[src/rtl/ptc_pkg.sv]
package ptc_pkg;
  // Configuration word layout per macrocell
  localparam int CFG_W     = 8;
  localparam int CFG_ASYNC = 0;
  localparam int CFG_XSRC  = 1;
  localparam int CFG_POL   = 2;
  localparam int DEST_LSB  = 3;
  localparam int REACH     = 2;
  localparam int DEST_W    = 2 * REACH + 1;
  // Widest cluster the strobe struct can carry
  localparam int MAX_TERMS = 4;

  typedef struct packed {
    logic [MAX_TERMS-1:0] termMask;     // cluster terms that count
    logic                 extraJoin;    // spare term rides with the cluster
    logic                 xorFromExtra; // spare term drives XOR input B
    logic                 polarity;     // constant XOR input B
    logic [DEST_W-1:0]    deliver;      // legal one-hot destination, or zero
  } ptc_strobe_t;
endpackage

[src/rtl/ptc_route_ctrl.sv]
module ptc_route_ctrl
  import ptc_pkg::*;
#(
  parameter int NUM_MC     = 8,
  parameter int SYNC_SIZE  = 4,
  parameter int ASYNC_SIZE = 2,
  parameter int MAX_JOIN   = 4
) (
  input  logic [NUM_MC*CFG_W-1:0]     cfgIn,
  output ptc_strobe_t [NUM_MC-1:0]    strobe,
  output logic [NUM_MC-1:0]           clusterBad,
  output logic [NUM_MC-1:0]           sinkOverload
);
  localparam logic [MAX_TERMS-1:0] SYNC_MASK  = MAX_TERMS'((1 << SYNC_SIZE) - 1);
  localparam logic [MAX_TERMS-1:0] ASYNC_MASK = MAX_TERMS'((1 << ASYNC_SIZE) - 1);

  // Per-source decode: legality and strobes
  for (genvar c = 0; c < NUM_MC; c++) begin : g_src
    logic [CFG_W-1:0]  word;
    logic [DEST_W-1:0] dest;
    logic [DEST_W-1:0] offEndBits;
    logic              multiDest;
    logic              bad;

    assign word = cfgIn[c*CFG_W +: CFG_W];
    assign dest = word[DEST_LSB +: DEST_W];

    for (genvar k = 0; k < DEST_W; k++) begin : g_off
      localparam int DST = c + k - REACH;
      if (DST < 0 || DST >= NUM_MC) begin : g_out
        assign offEndBits[k] = dest[k];
      end else begin : g_in
        assign offEndBits[k] = 1'b0;
      end
    end

    assign multiDest     = ($countones(dest) > 1);
    assign bad           = multiDest | (|offEndBits);
    assign clusterBad[c] = bad;

    always_comb begin
      strobe[c].termMask     = word[CFG_ASYNC] ? ASYNC_MASK : SYNC_MASK;
      strobe[c].extraJoin    = ~word[CFG_XSRC];
      strobe[c].xorFromExtra = word[CFG_XSRC];
      strobe[c].polarity     = word[CFG_POL];
      strobe[c].deliver      = bad ? '0 : dest;
    end
  end

  // Per-sink join count
  for (genvar i = 0; i < NUM_MC; i++) begin : g_sink
    logic [DEST_W-1:0] hit;
    for (genvar k = 0; k < DEST_W; k++) begin : g_hit
      localparam int SRC = i - k + REACH;
      if (SRC >= 0 && SRC < NUM_MC) begin : g_ok
        assign hit[k] = strobe[SRC].deliver[k];
      end else begin : g_none
        assign hit[k] = 1'b0;
      end
    end
    assign sinkOverload[i] = ($countones(hit) > MAX_JOIN);
  end
endmodule

[src/rtl/ptc_sum_xor.sv]
module ptc_sum_xor
  import ptc_pkg::*;
#(
  parameter int NUM_MC    = 8,
  parameter int SYNC_SIZE = 4
) (
  input  logic [NUM_MC*(SYNC_SIZE+1)-1:0] ptIn,
  input  ptc_strobe_t [NUM_MC-1:0]        strobe,
  output logic [NUM_MC-1:0]               dOut
);
  localparam int PT_PER_MC = SYNC_SIZE + 1;

  logic [NUM_MC-1:0] clusterVal;
  logic [NUM_MC-1:0] extraTerm;

  for (genvar c = 0; c < NUM_MC; c++) begin : g_clu
    logic [SYNC_SIZE-1:0] terms;
    assign terms         = ptIn[c*PT_PER_MC +: SYNC_SIZE];
    assign extraTerm[c]  = ptIn[c*PT_PER_MC + SYNC_SIZE];
    assign clusterVal[c] = (|(terms & strobe[c].termMask[SYNC_SIZE-1:0]))
                         | (strobe[c].extraJoin & extraTerm[c]);
  end

  for (genvar i = 0; i < NUM_MC; i++) begin : g_out
    logic [DEST_W-1:0] contrib;
    logic              sumIn;
    logic              xorB;
    for (genvar k = 0; k < DEST_W; k++) begin : g_k
      localparam int SRC = i - k + REACH;
      if (SRC >= 0 && SRC < NUM_MC) begin : g_ok
        assign contrib[k] = strobe[SRC].deliver[k] & clusterVal[SRC];
      end else begin : g_none
        assign contrib[k] = 1'b0;
      end
    end
    assign sumIn   = |contrib;
    assign xorB    = strobe[i].xorFromExtra ? extraTerm[i] : strobe[i].polarity;
    assign dOut[i] = sumIn ^ xorB;
  end
endmodule

[src/rtl/ptc_allocator.sv]
module ptc_allocator
  import ptc_pkg::*;
#(
  parameter int NUM_MC     = 8,
  parameter int SYNC_SIZE  = 4,
  parameter int ASYNC_SIZE = 2,
  parameter int MAX_JOIN   = 4
) (
  input  logic [NUM_MC*(SYNC_SIZE+1)-1:0] ptIn,
  input  logic [NUM_MC*CFG_W-1:0]         cfgIn,
  output logic [NUM_MC-1:0]               dOut,
  output logic [NUM_MC-1:0]               clusterBad,
  output logic [NUM_MC-1:0]               sinkOverload
);
  ptc_strobe_t [NUM_MC-1:0] strobe;

  ptc_route_ctrl #(
    .NUM_MC(NUM_MC), .SYNC_SIZE(SYNC_SIZE),
    .ASYNC_SIZE(ASYNC_SIZE), .MAX_JOIN(MAX_JOIN)
  ) u_ctrl (
    .cfgIn(cfgIn), .strobe(strobe),
    .clusterBad(clusterBad), .sinkOverload(sinkOverload)
  );

  ptc_sum_xor #(
    .NUM_MC(NUM_MC), .SYNC_SIZE(SYNC_SIZE)
  ) u_dp (
    .ptIn(ptIn), .strobe(strobe), .dOut(dOut)
  );
endmodule

[config.mk]
export PLATFORM = sky130hd
export DESIGN_NAME = ptc_allocator
export DESIGN_NICKNAME = d
export VERILOG_FILES = /design/src/rtl/ptc_pkg.sv /design/src/rtl/ptc_route_ctrl.sv /design/src/rtl/ptc_sum_xor.sv /design/src/rtl/ptc_allocator.sv
export SDC_FILE = /design/constraint.sdc
export NUM_CORES = 1
export LEC_CHECK = 0
export BUFFER_PORTS_ARGS = -buffer_cell sky130_fd_sc_hd__buf_2
export CAP_MARGIN = 10
export CORE_MARGIN = 8
export CORE_UTILIZATION = 48
export DETAILED_ROUTE_END_ITERATION = 12
export PLACE_DENSITY = 0.95
export SLEW_MARGIN = 20
export SYNTH_ARGS = -nofsm -noshare
export SYNTH_HDL_FRONTEND = slang
export SYNTH_SLANG_ARGS = --single-unit
[constraint.sdc]
create_clock -name vclk -period 7
set_input_delay 0.7 -clock vclk [all_inputs]
set_output_delay 0.7 -clock vclk [all_outputs]
set_load 0.05 [all_outputs]
==> results of run 1 <==
[layer usage]
| metal | global-route usage | up-vias | part of all wire |
|---|---|---|---|
| met1 | 0.1968 | 900 | 0.39 |
| met5 | 0 | - | 0 |
| met2 | 0.3372 | 84 | 0.52 |
| met3 | 0.03273 | 10 | 0.076 |
| met4 | 0.03519 | 0 | 0.018 |
| li1 | - | 985 | - |
[final cells by class]
class,instances,area [um^2]
fillers,348,1384
inverters,28,105.1
multi-input cells,182,1727
well taps,50,62.56
repair buffers,127,635.6
[worst max path at each step]
stage          slack (ps)         endpoint       from  cells after the start
3_3_place_gp         2220  sinkOverload[2]  cfgIn[29]                     12
6_report             2150  sinkOverload[5]  cfgIn[59]                     15
3_5_place_dp         2140  sinkOverload[5]  cfgIn[59]                     15
2_1_floorplan        1760  sinkOverload[5]  cfgIn[59]                     13
5_1_grt              1940  sinkOverload[5]  cfgIn[59]                     15
4_1_cts              2150  sinkOverload[5]  cfgIn[59]                     15
[Yosys cell counts (all sizes together) (2+ instances only)]
library cell	number	share of area
nand3	5	0.013
nor2	20	0.040
a21boi	2	0.0079
o21a	5	0.020
a21o	7	0.028
nor3	2	0.011
nand2	10	0.020
a22oi	7	0.028
buf	9	0.036
mux2i	8	0.042
a222oi	2	0.011
xnor2	7	0.032
ha	41	0.27
fa	19	0.20
o221ai	8	0.047
and2	29	0.098
inv	28	0.055
and3	2	0.0092
[worst max-delay path, delay by kind of cell]
family | cells | cell delay [ps]
compound gates | 2 | 360
fa+ha+maj | 6 | 1900
buf+inv | 5 | 570
simple gates | 2 | 610
[metrics by stage]
stage	area, um^2	utilization	std cells	hold slack [ps]	total power [mW]
3_5_place_dp	2530	0.6464	387	1847	0.3502
3_3_place_gp	2530	0.6464	387	1837	0.3353
2_1_floorplan	1899	-	219	1645	0.2658
4_1_cts	2530	0.6464	387	1848	0.3507
6_report	2530	0.6464	387	1843	0.3475
5_1_grt	2530	0.6464	387	1871	0.3877
[power breakdown]
group          switching [mW]  internal [mW]
registers                   0              0
clock network               0              0
logic                   0.223          0.125
total                   0.223          0.125
[cell families (layout without fill, tap and decap cells)]
group	count (synthesis)	count (layout)
AOI/OAI and AO/OA	35	35
xor gates and xnor gates	8	8
adders and majority gates	60	60
buffers and inverters	37	155
muxes	8	8
other	1	1
and+or+nand+nor	70	70
==> metrics.md, run 1 <==
| Metric | Value |
|---|---|
| Seq/Total Area, Yosys | `0` |
| Setup CP Type | `primary input to output pin` |
| Final Slew Violations | `0` |
| CP max FO | `4` |
| CP Data Arrival Time | `4150 ps` |
| Max_cap viols | `0` |
| Port bufs | `127` |
| DRT antenna net count | `0` |
| CP peak stage delay | `470 ps` |
| Post-CTS resize count | `0` |
| Largest family of logic cells by synthesized area | `adder cells` |
| Fmax | `206.3 MHz` |
| Vias in the first global route | `2234` |
| CP required | `6300 ps` |
| Pre-CTS setup slack | `2144 ps` |
| Crit share post-route | `0.6926` |
| Post-Syn Instances | `219` |
| Initial DRT Pass Iterations | `4` |
| Largest net degree at the start of global routing | `8` |
| Startpoint types | `primary input` |
| FP Rows | `23` |
| Die width | `78.91 um` |
| Synth Area in Simple Gates | `0.2003` |
| RSZ-0062 raised after global routing | `false` |
| Antenna violations before repair | `0` |
| DP Wirelength | `5.495 mm` |
| GP Congestion | `0.8936` |
| GRT Total Usage | `0.1764` |
| Mux share of post-synthesis cell area | `0.04216` |
| Status | `completed` |
| Synth-to-layout area growth | `33.20%` |
| Via count | `1979` |
| Layout clock buffers | `0` |
| Core Area | `0.003914 mm^2` |
| Hold Vio Cnt, Final | `0` |
| Cts hold-fix bufs | `0` |
| Worst slew margin | `0.5939` |
| Drt initial violations | `58` |
| Min-Delay Path Class | `primary input to output pin` |
| Die area | `0.006226 mm^2` |
| Compound-Gate Fraction of Synth Area | `0.1574` |
| Synth Area in Adders | `0.4704` |
| Hold Path End | `clusterBad[1]` |
| Layout Nets | `503` |
| CP cell instances | `buf_2 -> ha_1 -> ha_1 -> a21o_1 -> fa_1 -> nor4_2 -> and2_1 -> ha_1 -> inv_1 -> fa_1 -> inv_1 -> fa_1 -> inv_1 -> a21boi_0 -> buf_2` |
| Final worst slack | `2152 ps` |
| Critical path's slowest cell | `fa_1` |
| PD cells | `137.3 mW/mm^2` |
| Ports | `128` |
| ANT cells | `0` |
| Commonest non-fill, non-tap cell in the layout | `buf_2` |
| Mapped Nets | `383` |
| DRC | `0` |
| Hold path depth | `4` |
| Die height | `78.91 um` |
| Mapped Avg Cell Area | `8.673 um^2` |
| Register Area | `0 um^2` |
| Final setup viols | `0` |
| GRT overflow | `0` |
| First-pass GRT wire length | `9.384 mm` |
| Share of layout cells above drive strength 1 | `0.4065` |
| Yosys warns | `0` |
| Synth unique cells | `30` |
| Setup Total Neg Slack | `0 ps` |
| Xor-xnor portion of the synthesized cell area | `0.03689` |
| # Post-CTS Setup Buffers | `0` |
| Pleak | `1.498 nW` |
| Maximum vdd drop | `0.07637 mV` |
| Vias/cell | `5.114` |
| Synth Cell Area | `0.001899 mm^2` |
| FF+latch count | `0` |
| Hold Startpoint | `cfgIn[11]` |
| Most frequent cells in the layout | `buf_2, ha_1, inv_1` |
| Crit path capture type | `output pin` |
| WL final | `5.775 mm` |
| Worst slew pin tran | `609.2 ps` |
| Initial Util | `0.4853` |
| Period minus WS final | `4848 ps` |
| Wire per inst | `14.92 um` |
(Power assumes the default switching activity.)
==> inputs of run 2 (changes only) <==
- ABC_AREA: default -> 1
- CORE_UTILIZATION: 48 -> 43
- PLACE_DENSITY: 0.95 -> 0.89
- clock period: 7 -> 3.9 ns (I/O delays scaled with it)
==> run 2 against run 1 <==
  * Via count up 40%
  * Global-route usage rose by 0.065 points
  * Synthesized cell count up 61%
  * Core utilization rose by 5.2 points
  * Count of clock-buffer cells in the layout stayed put
  * Sequential cell count is the same
  * Critical path type unchanged
==> metrics.md, run 2 <==
| Metric | Value |
|---|---|
| Period minus WS final | `3877 ps` |
| Final setup viols | `0 (unchanged)` |
| WL final | `8.108 mm (was 5.775 mm)` |
| Most frequent cells in the layout | `buf_2, inv_1, nand2_1 (was buf_2, ha_1, inv_1)` |
| Comb pwr share | `1.000 (about the same)` |
| Crit path capture type | `output pin (unchanged)` |
| DRC | `0 (unchanged)` |
| CP required | `3510 ps (was 6300 ps)` |
| Synth Cell Area | `0.002301 mm^2 (was 0.001899 mm^2)` |
| GRT overflow | `0 (unchanged)` |
| Switching part of the total | `0.6017 (was 0.6404)` |
| FP Rows | `26 (was 23)` |
| Die area | `0.007948 mm^2 (was 0.006226 mm^2)` |
| Yosys warns | `0 (unchanged)` |
| Drt initial violations | `55 (was 58)` |
| Post-layout power | `848.2 uW (was 347.5 uW)` |
| Seq pwr share | `0 (about the same)` |
| CP Data Arrival Time | `3490 ps (was 4150 ps)` |
| First-pass GRT wire length | `11.54 mm (was 9.384 mm)` |
| Register Area | `0 um^2 (unchanged)` |
| Hold Startpoint | `cfgIn[10] (was cfgIn[11])` |
| Hold Vio Cnt, Final | `0 (unchanged)` |
| Hold slack final | `1252 ps (was 1843 ps)` |
| Setup CP Type | `primary input to output pin (unchanged)` |
| GP Congestion | `0.8123 (was 0.8936)` |
| Mapped Nets | `517 (was 383)` |
| Synth-to-layout area growth | `56.12% (was 33.20%)` |
| Worst Setup SP | `cfgIn[62] (was cfgIn[59])` |
| Inst Count DP | `559 (was 387)` |
| Internal | `337.8 uW (was 124.9 uW)` |
| Wire per inst | `14.40 um (was 14.92 um)` |
| Synth area leaders | `ha_1, fa_1, inv_1 (was ha_1, fa_1, and2_1)` |
| DP Wirelength | `6.781 mm (was 5.495 mm)` |
| Pre-CTS setup slack | `-162.7 ps (was 2144 ps)` |
| Layout clock buffers | `0 (unchanged)` |
| CP cell instances | `buf_8 -> ha_4 -> ha_4 -> a21o_1 -> fa_1 -> nor2_2 -> nand3_2 -> nor2_4 -> ha_4 -> inv_2 -> fa_2 -> inv_2 -> fa_1 -> inv_2 -> a21boi_2 -> buf_6 (was buf_2 -> ha_1 -> ha_1 -> a21o_1 -> fa_1 -> nor4_2 -> and2_1 -> ha_1 -> inv_1 -> fa_1 -> inv_1 -> fa_1 -> inv_1 -> a21boi_0 -> buf_2)` |
| Post-synth top cells | `inv_1, nand2_1, ha_1 (was ha_1, inv_1, and2_1)` |
| Crit share post-route | `0.9942` |
| Startpoint types | `primary input (unchanged)` |
| CP max FO | `2 (was 4)` |
| Fin cells | `563 (was 387)` |
| Die height | `89.15 um (was 78.91 um)` |
| RSZ-0062 raised after global routing | `true (was false)` |
| Multi-input logic area | `0.002307 mm^2 (was 0.001727 mm^2)` |
| Vias/cell | `4.927 (was 5.114)` |
| Initial DRT Pass Iterations | `6 (was 4)` |
| Via count | `2774 (was 1979)` |
| Die width | `89.15 um (was 78.91 um)` |
| Critical path's slowest cell | `fa_1 (unchanged)` |
| Commonest non-fill, non-tap cell in the layout | `buf_2 (unchanged)` |
| Initial Util | `0.4477 (was 0.4853)` |
| Core Area | `0.005140 mm^2 (was 0.003914 mm^2)` |
| Status | `completed (unchanged)` |
| Min-Delay Path Class | `primary input to output pin (unchanged)` |
| Cts hold-fix bufs | `0 (unchanged)` |
| Synth unique cells | `27 (was 30)` |
| Max_cap viols | `0 (unchanged)` |
| Final Slew Violations | `0 (unchanged)` |
| Maximum vdd drop | `0.1387 mV (was 0.07637 mV)` |
| Port bufs | `127 (unchanged)` |
| Pleak | `2.110 nW (was 1.498 nW)` |
| Most common cell in the netlist | `inv_1 (was ha_1)` |
| Post-Syn Instances | `353 (was 219)` |
| Clk pwr share | `0 (about the same)` |
| PD cells | `236.1 mW/mm^2 (was 137.3 mW/mm^2)` |
| Placement Cell Area | `0.003099 mm^2 (was 0.002530 mm^2)` |
| NetSw | `510.3 uW (was 222.5 uW)` |
| ANT cells | `0 (unchanged)` |
| Antenna violations before repair | `0 (unchanged)` |
| Ports | `128 (unchanged)` |
| Largest net degree at the start of global routing | `6 (was 8)` |
| Seq/Total Area, Yosys | `0 (unchanged)` |
| Largest area contributor in the netlist | `ha_1 (unchanged)` |
| Final worst slack | `22.76 ps (was 2152 ps)` |
| FF+latch count | `0 (unchanged)` |
| CP peak stage delay | `510 ps (was 470 ps)` |
| Top-area cell type share of the netlist area | `0.2229 (was 0.2701)` |
| Final design utilization | `0.6989 (was 0.6464)` |
| Vias in the first global route | `2854 (was 2234)` |
| Design area | `0.003592 mm^2 (was 0.002530 mm^2)` |
| Layout Nets | `659 (was 503)` |
| Share of layout cells above drive strength 1 | `0.4584 (was 0.4065)` |
| GRT Total Usage | `0.1770 (was 0.1764)` |
| Mapped Avg Cell Area | `6.518 um^2 (was 8.673 um^2)` |
| DRT antenna net count | `0 (unchanged)` |
| Setup Total Neg Slack | `0 ps (unchanged)` |
| Filler Cell Count | `405 (was 348)` |
| Fmax | `257.9 MHz` |
==> run 2: kinds of logic (layout without fill, tap and decap cells) <==
kind of cell	Yosys count	in the layout	share of synthesized area
AND/OR/NAND/NOR	161	161	0.3268
AO/OA/AOI/OAI	40	40	0.1180
other	1	1	0.001630
adder cells (fa/ha/maj)	60	60	0.3883
XOR/XNOR	1	1	0.003807
buffers and inverters	90	230	0.1615
==> run 2: power by group through the flow <==
| stage | Sequential [mW] | Combinational [mW] | Clock (mW) |
|---|---|---|---|
| 2_1_floorplan | 0 | 0.521 | 0 |
| 3_3_place_gp | 0 | 0.696 | 0 |
| 3_5_place_dp | 0 | 0.735 | 0 |
| 4_1_cts | 0 | 0.766 | 0 |
| 5_1_grt | 0 | 0.932 | 0 |
| 6_report | 0 | 0.848 | 0 |
==> run 2: area by class of cell <==
class              instances  share of cell area
multi-input cells        263              0.6423
repair buffers           149              0.2480
inverters                 81             0.08534
well taps                 70             0.02438
==> run 2: timing repair <==
item                                    CTS  global route
pin swaps                                15            47
resized for setup                        23            51
setup buffers                             1             3
endpoints found under the setup margin    5             6
==> run 2: final timing paths <==
check | end | slack [ps] | cells after the start
worst max-delay path | sinkOverload[5] | 20 | 16
worst min-delay path | dOut[1] | 1250 | 5
==> run 2: metal layers <==
metal | vias to the layer above | track usage | part of all wire
li1 | 1361 | - | -
met1 | 1255 | 0.1697 | 0.35
met2 | 136 | 0.3670 | 0.52
met3 | 22 | 0.04228 | 0.10
met4 | 0 | 0.03172 | 0.028
met5 | - | 0 | 0
==> run 2: critical path, delay by kind of cell <==
kind                       cells  cell delay (ps)
adders and majority gates      6             1890
and+or+nand+nor                3              470
buffers and inverters          5              400
AOI/OAI and AO/OA              2              300
